### src/rtl/bkup_pkg.sv
package bkup_pkg;
   typedef enum logic {
      SRC_MAIN = 1'b0,
      SRC_BATT = 1'b1
   } src_state_e;

   localparam int FLAG_SW   = 0;
   localparam int FLAG_RST  = 1;
   localparam int FLAG_BAT  = 2;
   localparam int FLAG_MIN  = 3;
   localparam int FLAG_AUX  = 4;
   localparam int NUM_FLAGS = 5;
endpackage

### src/rtl/bkup_flag_sync.sv
module bkup_flag_sync #(
   parameter int WIDTH  = 5,
   parameter int STAGES = 2
) (
   input  logic             clk,
   input  logic             rst_n,
   input  logic [WIDTH-1:0] d_i,
   output logic [WIDTH-1:0] q_o
);
   if (STAGES < 2) begin : g_bad_stages
      $error("bkup_flag_sync: STAGES must be at least 2");
   end
   if (WIDTH < 1) begin : g_bad_width
      $error("bkup_flag_sync: WIDTH must be at least 1");
   end

   logic [WIDTH-1:0] pipe_q [STAGES];

   always_ff @(posedge clk or negedge rst_n) begin
      if (!rst_n) begin
         for (int s = 0; s < STAGES; s++) pipe_q[s] <= '0;
      end else begin
         pipe_q[0] <= d_i;
         for (int s = 1; s < STAGES; s++) pipe_q[s] <= pipe_q[s-1];
      end
   end

   assign q_o = pipe_q[STAGES-1];
endmodule

### src/rtl/bkup_src_fsm.sv
module bkup_src_fsm
   import bkup_pkg::*;
#(
   parameter int SYNC_STAGES = 2
) (
   input  logic clk,
   input  logic rst_n,
   input  logic sup_ok_sw,
   input  logic sup_ok_rst,
   input  logic bat_gt_sup,
   input  logic sup_ok_min,
   output logic in_backup_o
);
   localparam int CNT_W = $clog2(SYNC_STAGES + 1);

   logic [CNT_W-1:0] cnt_q;
   logic             settled_q;
   src_state_e       state_q, state_d;
   logic             enter_req, leave_req;

   assign enter_req = (!sup_ok_sw && bat_gt_sup) || !sup_ok_min;
   assign leave_req = sup_ok_rst;

   always_comb begin
      state_d = state_q;
      if (!settled_q) begin
         if (cnt_q == CNT_W'(SYNC_STAGES))
            state_d = enter_req ? SRC_BATT : SRC_MAIN;
      end else begin
         unique case (state_q)
            SRC_MAIN: if (enter_req) state_d = SRC_BATT;
            SRC_BATT: if (leave_req) state_d = SRC_MAIN;
            default:  state_d = SRC_BATT;
         endcase
      end
   end

   always_ff @(posedge clk or negedge rst_n) begin
      if (!rst_n) begin
         cnt_q     <= '0;
         settled_q <= 1'b0;
         state_q   <= SRC_BATT;
      end else begin
         state_q <= state_d;
         if (!settled_q) begin
            if (cnt_q == CNT_W'(SYNC_STAGES)) settled_q <= 1'b1;
            else                              cnt_q     <= cnt_q + 1'b1;
         end
      end
   end

   assign in_backup_o = (state_q == SRC_BATT);

   // no entry while above the switchover level
   p_no_entry_above_sw_r5: assert property (@(posedge clk) disable iff (!rst_n)
      (settled_q && state_q == SRC_MAIN && sup_ok_sw) |=> (state_q == SRC_MAIN));

   // backup held until the supply clears the reset level
   p_hold_below_rst_r6: assert property (@(posedge clk) disable iff (!rst_n)
      (settled_q && state_q == SRC_BATT && !sup_ok_rst) |=> (state_q == SRC_BATT));

   // minimum-level loss forces backup
   p_min_entry_r4: assert property (@(posedge clk) disable iff (!rst_n)
      (settled_q && !sup_ok_min) |=> (state_q == SRC_BATT));

   // low supply with higher battery forces backup
   p_pair_entry_r3: assert property (@(posedge clk) disable iff (!rst_n)
      (settled_q && state_q == SRC_MAIN && !sup_ok_sw && bat_gt_sup) |=> (state_q == SRC_BATT));
endmodule

### src/rtl/bkup_pf_out.sv
module bkup_pf_out (
   input  logic clk,
   input  logic rst_n,
   input  logic aux_ok,
   input  logic sup_ok_sw,
   output logic pf_n_o
);
   always_ff @(posedge clk or negedge rst_n) begin
      if (!rst_n) pf_n_o <= 1'b0;
      else        pf_n_o <= aux_ok && sup_ok_sw;
   end
endmodule

### src/rtl/bkup_switch_ctrl.sv
module bkup_switch_ctrl
   import bkup_pkg::*;
#(
   parameter int SYNC_STAGES    = 2,
   parameter bit SEL_BATT_LEVEL = 1'b1
) (
   input  logic clk,
   input  logic rst_n,
   input  logic sup_ok_sw_i,
   input  logic sup_ok_rst_i,
   input  logic bat_gt_sup_i,
   input  logic sup_ok_min_i,
   input  logic aux_ok_i,
   output logic src_sel_o,
   output logic backup_mode_o,
   output logic pwr_fail_n_o
);
   if (SYNC_STAGES < 2) begin : g_bad_sync
      $error("bkup_switch_ctrl: SYNC_STAGES must be at least 2");
   end

   logic [NUM_FLAGS-1:0] raw_flags, sync_flags;
   logic                 in_backup;

   always_comb begin
      raw_flags           = '0;
      raw_flags[FLAG_SW]  = sup_ok_sw_i;
      raw_flags[FLAG_RST] = sup_ok_rst_i;
      raw_flags[FLAG_BAT] = bat_gt_sup_i;
      raw_flags[FLAG_MIN] = sup_ok_min_i;
      raw_flags[FLAG_AUX] = aux_ok_i;
   end

   bkup_flag_sync #(.WIDTH(NUM_FLAGS), .STAGES(SYNC_STAGES)) sync_i (
      .clk   (clk),
      .rst_n (rst_n),
      .d_i   (raw_flags),
      .q_o   (sync_flags)
   );

   bkup_src_fsm #(.SYNC_STAGES(SYNC_STAGES)) fsm_i (
      .clk         (clk),
      .rst_n       (rst_n),
      .sup_ok_sw   (sync_flags[FLAG_SW]),
      .sup_ok_rst  (sync_flags[FLAG_RST]),
      .bat_gt_sup  (sync_flags[FLAG_BAT]),
      .sup_ok_min  (sync_flags[FLAG_MIN]),
      .in_backup_o (in_backup)
   );

   bkup_pf_out pf_i (
      .clk       (clk),
      .rst_n     (rst_n),
      .aux_ok    (sync_flags[FLAG_AUX]),
      .sup_ok_sw (sync_flags[FLAG_SW]),
      .pf_n_o    (pwr_fail_n_o)
   );

   if (SEL_BATT_LEVEL) begin : g_sel_high
      assign src_sel_o = in_backup;
   end else begin : g_sel_low
      assign src_sel_o = !in_backup;
   end

   assign backup_mode_o = in_backup;

   // an entry into backup always coincides with a power-fail warning
   p_entry_warns_r7: assert property (@(posedge clk) disable iff (!rst_n)
      $rose(backup_mode_o) |-> !pwr_fail_n_o);
endmodule

### config.mk
export PLATFORM = sky130hd
export DESIGN_NAME = bkup_switch_ctrl
export DESIGN_NICKNAME = d
export VERILOG_FILES = /design/src/rtl/bkup_pkg.sv /design/src/rtl/bkup_flag_sync.sv /design/src/rtl/bkup_src_fsm.sv /design/src/rtl/bkup_pf_out.sv /design/src/rtl/bkup_switch_ctrl.sv
export SDC_FILE = /design/constraint.sdc
export NUM_CORES = 1
export LEC_CHECK = 0
export BUFFER_PORTS_ARGS = -buffer_cell sky130_fd_sc_hd__buf_2
export CAP_MARGIN = 20
export CORE_AREA = 2 2 39 41
export CTS_CLUSTER_DIAMETER = 100
export DETAILED_ROUTE_END_ITERATION = 8
export DIE_AREA = 0 0 41 43
export SYNTH_ARGS = -nofsm -noshare
export SYNTH_HDL_FRONTEND = slang
export SYNTH_SLANG_ARGS = --single-unit
### constraint.sdc
create_clock -name clk -period 2 [get_ports clk]
set_clock_uncertainty 0.2 [all_clocks]
set_input_delay 0.5 -clock clk [delete_from_list [all_inputs] [get_ports clk]]
set_output_delay 0.5 -clock clk [all_outputs]
set_load 0.02 [all_outputs]
==> results of run 1 <==
how the worst max path moves through the flow:
stage / startpoint / end / slack (ns) / cells past startpoint
final: fsm_i.in_backup_o$_DFFE_PN1N_ / src_sel_o / 0.31 / 1
after global routing: fsm_i.in_backup_o$_DFFE_PN1N_ / backup_mode_o / 0.26 / 1
after CTS: fsm_i.in_backup_o$_DFFE_PN1N_ / backup_mode_o / 0.29 / 1
after detailed placement: fsm_i.in_backup_o$_DFFE_PN1N_ / backup_mode_o / 0.61 / 1
after global placement: fsm_i.in_backup_o$_DFFE_PN1N_ / backup_mode_o / 0.62 / 1
after floorplan: fsm_i.in_backup_o$_DFFE_PN1N_ / src_sel_o / 0.56 / 1
power by group:
part | switching, W | internal, W
combinational | 0.0000192 | 0.0000138
clock | 0.0000877 | 0.0000740
sequential | 0.00000540 | 0.000319
worst register-to-register path, cell delays in order (launching register included):
cell,delay [ns]
dfrtp_1,0.32
inv_1,0.06
ha_1,0.22
nor2_2,0.22
a21oi_1,0.07
o211a_1,0.21
layout make-up:
type,instances,share of cell area (%)
Tap cell,16,3.55
Timing Repair Buffer,10,9.76
Clock inverter,1,0.887
Clock buffer,3,3.99
Inverter,2,1.33
Multi-Input combinational cell,11,13.7
Sequential cell,15,66.7
layer usage:
layer  global-route usage [%]  vias up
met5                        0        -
met4                     10.0        0
met3                     3.14        0
met2                     11.6        9
met1                     9.89      111
li1                         -      117
Yosys cell counts (all sizes together):
master	n	share of area, %
a21oi	2	2.1
and2	1	1.3
buf	1	1.6
dfrtp	14	75
dfstp	1	5.6
ha	1	2.7
inv	2	1.6
nand2b	1	1.3
nand3	1	1.1
nand4b	1	1.9
nor2	2	2.1
o211a	1	2.1
xnor2	1	1.9
logic make-up (layout without fill, tap and decap cells):
family | after synthesis | count (layout) | share of synthesized area, %
AO/OA/AOI/OAI | 3 | 3 | 4.27
XOR/XNOR | 1 | 1 | 1.87
adder cells (fa/ha/maj) | 1 | 1 | 2.67
buffers and inverters | 3 | 16 | 3.20
flip-flops | 15 | 15 | 80.3
AND/OR/NAND/NOR | 6 | 6 | 7.73
sequential cells by signal (all words and copies together), names as in the netlist:
register and flops:
fsm_i.settled_q 1, fsm_i.cnt_q 2, fsm_i.in_backup_o 1, sync_i.pipe_q 5, sync_i.q_o 5, pf_i.pf_n_o 1
metrics by stage:
stage / hold WS (ns) / power [W] / std cells / area (sq um) / utilization, %
2_1_floorplan: 0.00441 / 0.000348 / 29 / 469 / -
3_3_place_gp: 0.133 / 0.000361 / 53 / 527 / 38.1
3_5_place_dp: 0.136 / 0.000363 / 53 / 527 / 38.1
4_1_cts: 0.111 / 0.000531 / 58 / 564 / 40.8
5_1_grt: 0.112 / 0.000548 / 58 / 564 / 40.8
6_report: 0.125 / 0.000519 / 58 / 564 / 40.8
==> run metrics, run 1 <==
fraction of layout cells with a size suffix above 1=35.7%; Antenna Nets Post-Route=0; Min Clock Period, post-route=1.69 ns; Endpoint, Worst Hold=sync_i.pipe_q[9]$_DFF_PN0_; Rows=14; Synth Cell Area=469 sq um; post-route setup slack=0.313 ns; syn nets=37; DR pass1 iterations=2; unrepaired setup endpoints after global routing=no; Worst Hold Class=input port to flop; Worst Hold Launch=aux_ok_i; DIE AREA=0.00176 sq mm; VDD IR max=0.000313 V; Met2 Routed Length=276 um; Register Area=377 sq um; port bufs=9; Post-Syn Area per Cell=16.2 sq um; Placement Setup Slack=0.613 ns; most common cell after layout, fill and taps aside=dfrtp_1; WL met1=217 um; Final Setup Violations=0; Avg WL per Cell=9.34 um; H-tree levels=1; R2R Setup Slk=0.65 ns; status=finished, final reports clean; CP max-delay cell=dfstp_2; Routed WL=542 um; IO Pins=10; CTS buffer count=3; most frequent cells in the layout=14 x dfrtp_1, 9 x buf_2, 3 x clkbuf_4, 2 x inv_1, 2 x a21oi_1; CP startpoint kind=flop; initial antenna violation count=0; CTS clk-pin slew, worst paths=0.09 ns; DR top layer=met3; TNS Setup=0 ns; Initial Utilization=33.9%; worst skew pair latency=0.27 ns; first-pass GRT wire length=952 um; synth unique cells=14; #FFs+latches synth=15; multi-input logic area=77.6 sq um; WS Path Type=flop to output port; Die Wd=41 um; ANT cells=0; Via density=4.09; die span in y=43 um; Ys Warns=0; final worst-path cycle share=84.3%; count of final hold-check violations=0; slowest stage delay, CP=0.55 ns; PwrDens=920 mW/mm^2; via count=237; CTS Hold Buffers Added=1; critical path buffer and inverter count=1; vias in the first global route=248; fin. max-slew vios=0; core footprint=0.00138 sq mm; delay-heaviest family, CP=flip-flops; slew of the pin with the lowest slew margin=0.309 ns; Fmax achieved=0.593 GHz; Seq/Total Area, Yosys=80.3%; CTS tree=yes; Register-to-Register Path Depth=5; Fill cells=136; largest net degree at the start of global routing=16; DR iter-0 viols=1; GRT overflow=0; CP arrival=0.99 ns; # resized after CTS=0; critical path fanouts, max=4; crit-path cells=buf_2; Syn Inst Count=29; max_cap viols=0; Leakage=0.258 nW; Slew headroom=79.4%; wire length on met3=48 um; RR Endpoint=fsm_i.in_backup_o$_DFFE_PN1N_; Root Driver=clkbuf_4; Layout Nets=51; reg2reg start=fsm_i.cnt_q[0]$_DFFE_PN0P_; Clock Tree Buf Depth=2; Post-route DRC=0; Post-CTS Setup Repair Bufs=0; GPL Wtd Cong=0.592; Syn-to-layout area delta=20.3%; Hold Path Stages=1; total track usage=8.88%; CP Capture Type=output port; Worst Path Required=1.30 ns; DP Wirelength=412 um; Sink Count=15
No activity file was read; power rests on OpenSTA's default activity.
==> inputs of run 2 (changes only) <==
==> constraint.sdc (replaced) <==
create_clock -name clk -period 1.65 [get_ports clk]
set_clock_uncertainty 0.2 [all_clocks]
set_input_delay 0.4125 -clock clk [delete_from_list [all_inputs] [get_ports clk]]
set_output_delay 0.4125 -clock clk [all_outputs]
set_load 0.02 [all_outputs]
==> run 2 against run 1 <==
Against the previous run: first-iteration DRC count shrank 100%; power grew 21%; combinational power grew 25%; global-route usage grew 2.7 points; register-to-register slack lost 0.40 ns; critical endpoint unchanged.
==> run metrics, run 2 (same netlist as run 1, synthesis figures left out) <==
status=finished, final reports clean; WS Path Type=flop to output port; CP max-delay cell=dfstp_2; crit-path cells=buf_2; Final Setup Violations=0; Fmax achieved=0.626 GHz; critical path buffer and inverter count=1; Worst path depth=1; Syn-to-layout area delta=20.0%; Clock Tree Buf Depth=2; CP startpoint=fsm_i.in_backup_o$_DFFE_PN1N_; Sink Count=15; DR top layer=met4; H-tree levels=1; non-filler instance count after layout=58; DP Wirelength=500 um; delay-heaviest family, CP=flip-flops; fin. max-slew vios=0; DP Area=527 sq um; RR Endpoint=fsm_i.in_backup_o$_DFFE_PN1N_; CP arrival=0.98 ns; Layout Nets=51; R2R Setup Slk=0.25 ns; WHS=0.0415 ns; Min Clock Period, post-route=1.60 ns; CP startpoint kind=flop; count of final hold-check violations=0; Inst Count DP=53; Antenna Nets Post-Route=0; Met2 Routed Length=351 um; post-route design area=563 sq um; port bufs=9; Routed WL=665 um; CP Capture Type=output port; IO Pins=10; vias in the first global route=274; WL met1=267 um; CTS clk-pin slew, worst paths=0.08 ns; core footprint=0.00138 sq mm; Post-route DRC=0; worst skew pair latency=0.26 ns; Initial Utilization=33.9%; max_cap viols=0; final worst-path cycle share=96.7%; Worst Hold Class=input port to flop; most common cell after layout, fill and taps aside=dfrtp_1; Root Driver=clkbuf_4; wire length on met3=36 um; first-pass GRT wire length=1240 um; PwrDens=1110 mW/mm^2; largest net degree at the start of global routing=16; reg2reg start=fsm_i.cnt_q[0]$_DFFE_PN0P_; CTS tree=yes; die span in y=43 um; Finished Core Util=40.7%; CTS buffer count=3; Avg WL per Cell=11.5 um; GRT overflow=0; Worst Path Required=1.04 ns; slowest stage delay, CP=0.55 ns; most frequent cells in the layout=14 x dfrtp_1, 9 x buf_2, 3 x clkbuf_4, 2 x inv_1, 2 x a21oi_1; DR pass1 iterations=1; fraction of layout cells with a size suffix above 1=33.3%; Register-to-Register Path Depth=5; DIE AREA=0.00176 sq mm; Fill cells=126; GPL Wtd Cong=0.639; Leakage=0.255 nW; VDD IR max=0.000552 V; initial antenna violation count=0; Rows=14; ANT cells=0; Via density=4.29; critical path fanouts, max=4; total power=0.000628 W; via count=249; slew of the pin with the lowest slew margin=0.320 ns; Slew headroom=78.6%; # resized after CTS=0; total track usage=11.5%; Die Wd=41 um; crit path capture=src_sel_o; unrepaired setup endpoints after global routing=yes; DR iter-0 viols=0
-- run 2: cell types whose count changed in the layout (fill, tap and decap cells not counted) --
cell and change:
clkbuf_1 +1, clkinv_2 -1
-- run 2: worst min-delay path by stage --
stage                            start                    endpoint  slack [ns]  cells past startpoint
after CTS                 sup_ok_rst_i  sync_i.pipe_q[6]$_DFF_PN0_        0.03                      1
final                     sup_ok_rst_i  sync_i.pipe_q[6]$_DFF_PN0_        0.04                      1
after floorplan                  rst_n  fsm_i.cnt_q[0]$_DFFE_PN0P_       -0.08                      0
after global routing      bat_gt_sup_i  sync_i.pipe_q[7]$_DFF_PN0_        0.02                      1
after detailed placement         rst_n  sync_i.pipe_q[9]$_DFF_PN0_        0.12                      1
after global placement           rst_n  sync_i.pipe_q[9]$_DFF_PN0_        0.11                      1
-- run 2: routing by layer --
metal  vias up  track usage [%]
li1        119                -
met1       119             14.0
met2         9             15.0
met3         2             4.71
met4         0             10.0
met5         -                0
-- run 2: cell type report --
cell class                 count  area, sq um  area share, %
tap                           16         20.0           3.56
timing repair buffer          10         55.1           9.78
multi-input combinational     11         77.6           13.8
sequential                    15          377           66.9
clock buffer                   4         26.3           4.67
inverter                       2         7.51           1.33
-- run 2: worst reg2reg max path: stages, from the launching register on --
cell     delay (ns)
dfrtp_1        0.33
inv_1          0.06
ha_1           0.23
nor2_2         0.22
a21oi_1        0.09
o211a_1        0.21
-- run 2: where the power goes --
part | internal (W) | switching, W
sequential | 0.000387 | 0.00000677
combinational | 0.0000167 | 0.0000244
clock | 0.0000935 | 0.0000995
-- run 2: what timing repair did --
item / 4_1_cts / 5_1_grt
hold endpoints to repair: 14 / 0
setup buffers: 0 / 0
hold buffers: 1 / 0
setup endpoints to repair: 0 / 2
-- run 2: per-stage QoR --
| step | setup slack [ns] | setup TNS [ns] |
|---|---|---|
| 2_1_floorplan | 0.294 | 0 |
| 3_3_place_gp | 0.355 | 0 |
| 3_5_place_dp | 0.245 | 0 |
| 4_1_cts | 0.0411 | 0 |
| 5_1_grt | -0.00189 | -0.00287 |
| 6_report | 0.0538 | 0 |
==> inputs of run 3 (changes only) <==
--- a/config.mk
+++ b/config.mk
@@ -5,6 +5,7 @@
 export SDC_FILE = /design/constraint.sdc
 export NUM_CORES = 1
 export LEC_CHECK = 0
+export ABC_AREA = 1
 export BUFFER_PORTS_ARGS = -buffer_cell sky130_fd_sc_hd__buf_2
 export CAP_MARGIN = 20
 export CORE_AREA = 2 2 39 41
==> run 3 against run 2 <==
Against the previous run: via count is 8.8% higher; largest cell class unchanged; final cell count is 12% higher; highest routed layer unchanged; clock power is 3% lower; setup slack worse by 0.0049 ns.
==> run metrics, run 3 <==
Via density=4.17; via count=271; Die Wd=41 um; largest net degree at the start of global routing=16; CP Capture Type=output port; Min Clock Period, post-route=1.60 ns; critical path fanouts, max=5; FFs w/ async S/R, synth=100%; critical path buffer and inverter count=1; CTS clk-pin slew, worst paths=0.07 ns; Root Driver=clkbuf_4; post-synthesis compound-gate area fraction=1.01%; most common library cells after synthesis=14 x dfrtp_1, 4 x nand2_1, 3 x inv_1, 3 x inv_2, 3 x nand2_2; XOR/XNOR Fraction of Synth Area=1.76%; fin. max-slew vios=0; largest family of logic cells by synthesized area=simple AND/OR/NAND/NOR gates; IO Pins=10; Layout Nets=58; Antenna Nets Post-Route=0; H-tree levels=1; core footprint=0.00138 sq mm; Post-route DRC=0; DR pass1 iterations=1; cell taking the most area after synthesis=dfrtp_1; ANT cells=0; port bufs=9; GPL Wtd Cong=0.562; crit-path cells=buf_2; DR iter-0 viols=0; DR top layer=met4; final worst-path cycle share=97.0%; delay-heaviest family, CP=flip-flops; initial antenna violation count=0; worst skew pair latency=0.26 ns; unrepaired setup endpoints after global routing=yes; Synth Cell Area=498 sq um; Rows=14; Post-synth EDFFs=0; Sink Count=15; slew of the pin with the lowest slew margin=0.306 ns; status=finished, final reports clean; CP max-delay cell=dfstp_2; slowest stage delay, CP=0.56 ns; Post-Synth Simple-Gate Area=13.1%; WS Path Type=flop to output port; Worst Hold Class=input port to flop; vias in the first global route=243; Post-synth top flop=dfrtp_1; most common cell after layout, fill and taps aside=dfrtp_1; VDD IR max=0.000536 V; WL met1=211 um; #FFs+latches synth=15; syn nets=44; Seq/Total Area, Yosys=75.6%; Avg WL per Cell=7.95 um; max_cap viols=0; count of final hold-check violations=0; DIE AREA=0.00176 sq mm; CTS buffer count=3; Ys Warns=0; Syn-to-layout area delta=18.8%; CP arrival=0.99 ns; Syn Inst Count=36; first-pass GRT wire length=869 um; post-synthesis mux area share=0%; Worst Path Required=1.04 ns; synth unique cells=13; Final Setup Violations=0; Initial Utilization=36.0%; most frequent cells in the layout=14 x dfrtp_1, 9 x buf_2, 4 x nand2_1; CTS tree=yes; Post-Synth Adder-Cell Area=2.51%; Clock Tree Buf Depth=2; WHS=0.0468 ns; total track usage=8.38%; Post-Syn Area per Cell=13.8 sq um; synth top area cells=dfrtp_1 70%, dfstp_2 5.3%, nand2_2 3.8%, nand2_1 3.0%, ha_1 2.5%; CP startpoint kind=flop; count leader, synth=dfrtp_1; fraction of layout cells with a size suffix above 1=42.9%; post-synth top area share=70.4%; Slew headroom=79.6%; wire length on met3=47 um; Inst Count DP=60; non-filler instance count after layout=65; Routed WL=517 um; Met2 Routed Length=247 um; Fmax achieved=0.625 GHz; Leakage=0.320 nW; # resized after CTS=0; Finished Core Util=42.8%; die span in y=43 um; Fill cells=129; PwrDens=1060 mW/mm^2; GRT overflow=0; DP Wirelength=391 um
-- run 3: layout make-up --
| class | instances | area, sq um | area share [%] |
|---|---|---|---|
| Timing Repair Buffer | 10 | 55.1 | 9.30 |
| Inverter | 6 | 22.5 | 3.81 |
| Sequential cell | 15 | 377 | 63.6 |
| Clock buffer | 4 | 26.3 | 4.44 |
| Tap cell | 16 | 20.0 | 3.38 |
| Multi-Input combinational cell | 14 | 91.3 | 15.4 |
-- run 3: path summary, 6_finish.rpt --
check                                         startpoint                       endpoint  slack [ns]  cells after the start
setup reg to reg              fsm_i.cnt_q[0]$_DFFE_PN0P_  fsm_i.in_backup_o$_DFFE_PN1N_        0.48                      8
max in group asynchronous                          rst_n  fsm_i.in_backup_o$_DFFE_PN1N_        0.59                      2
hold reg to reg               sync_i.pipe_q[9]$_DFF_PN0_        sync_i.q_o[4]$_DFF_PN0_        0.15                      0
setup / recovery           fsm_i.in_backup_o$_DFFE_PN1N_                  backup_mode_o        0.05                      1
min in group asynchronous                          rst_n        sync_i.q_o[0]$_DFF_PN0_        0.37                      2
hold / removal                              sup_ok_min_i     sync_i.pipe_q[8]$_DFF_PN0_        0.05                      1
-- run 3: logic make-up after synthesis --
group,Yosys count
flops,15
simple gates,11
buf+inv,7
compound gates,1
xor+xnor,1
fa+ha+maj,1
-- run 3: what timing repair did --
item,CTS,global route
hold endpoints to repair,14,0
buffers inserted,0,0
hold buffers,1,0
endpoints found under the setup margin,0,2
-- run 3: layer usage --
| layer | GRT usage (%) | vias to the layer above |
|---|---|---|
| met5 | 0 | - |
| met4 | 10.0 | 0 |
| met3 | 4.71 | 2 |
| met2 | 10.0 | 9 |
| met1 | 8.87 | 124 |
| li1 | - | 136 |
-- run 3: through the flow --
step	power, W	area (sq um)	worst slack [ns]	TNS (ns)
after floorplan	0.000430	498	0.283	0
after global placement	0.000448	556	0.348	0
after detailed placement	0.000449	556	0.339	0
after CTS	0.000646	592	0.0301	0
after global routing	0.000676	592	-0.00253	-0.00392
final	0.000630	592	0.0489	0
-- run 3: power by group --
group          internal, W  switching [W]
registers         0.000387     0.00000721
clock network    0.0000934      0.0000949
logic            0.0000184      0.0000296
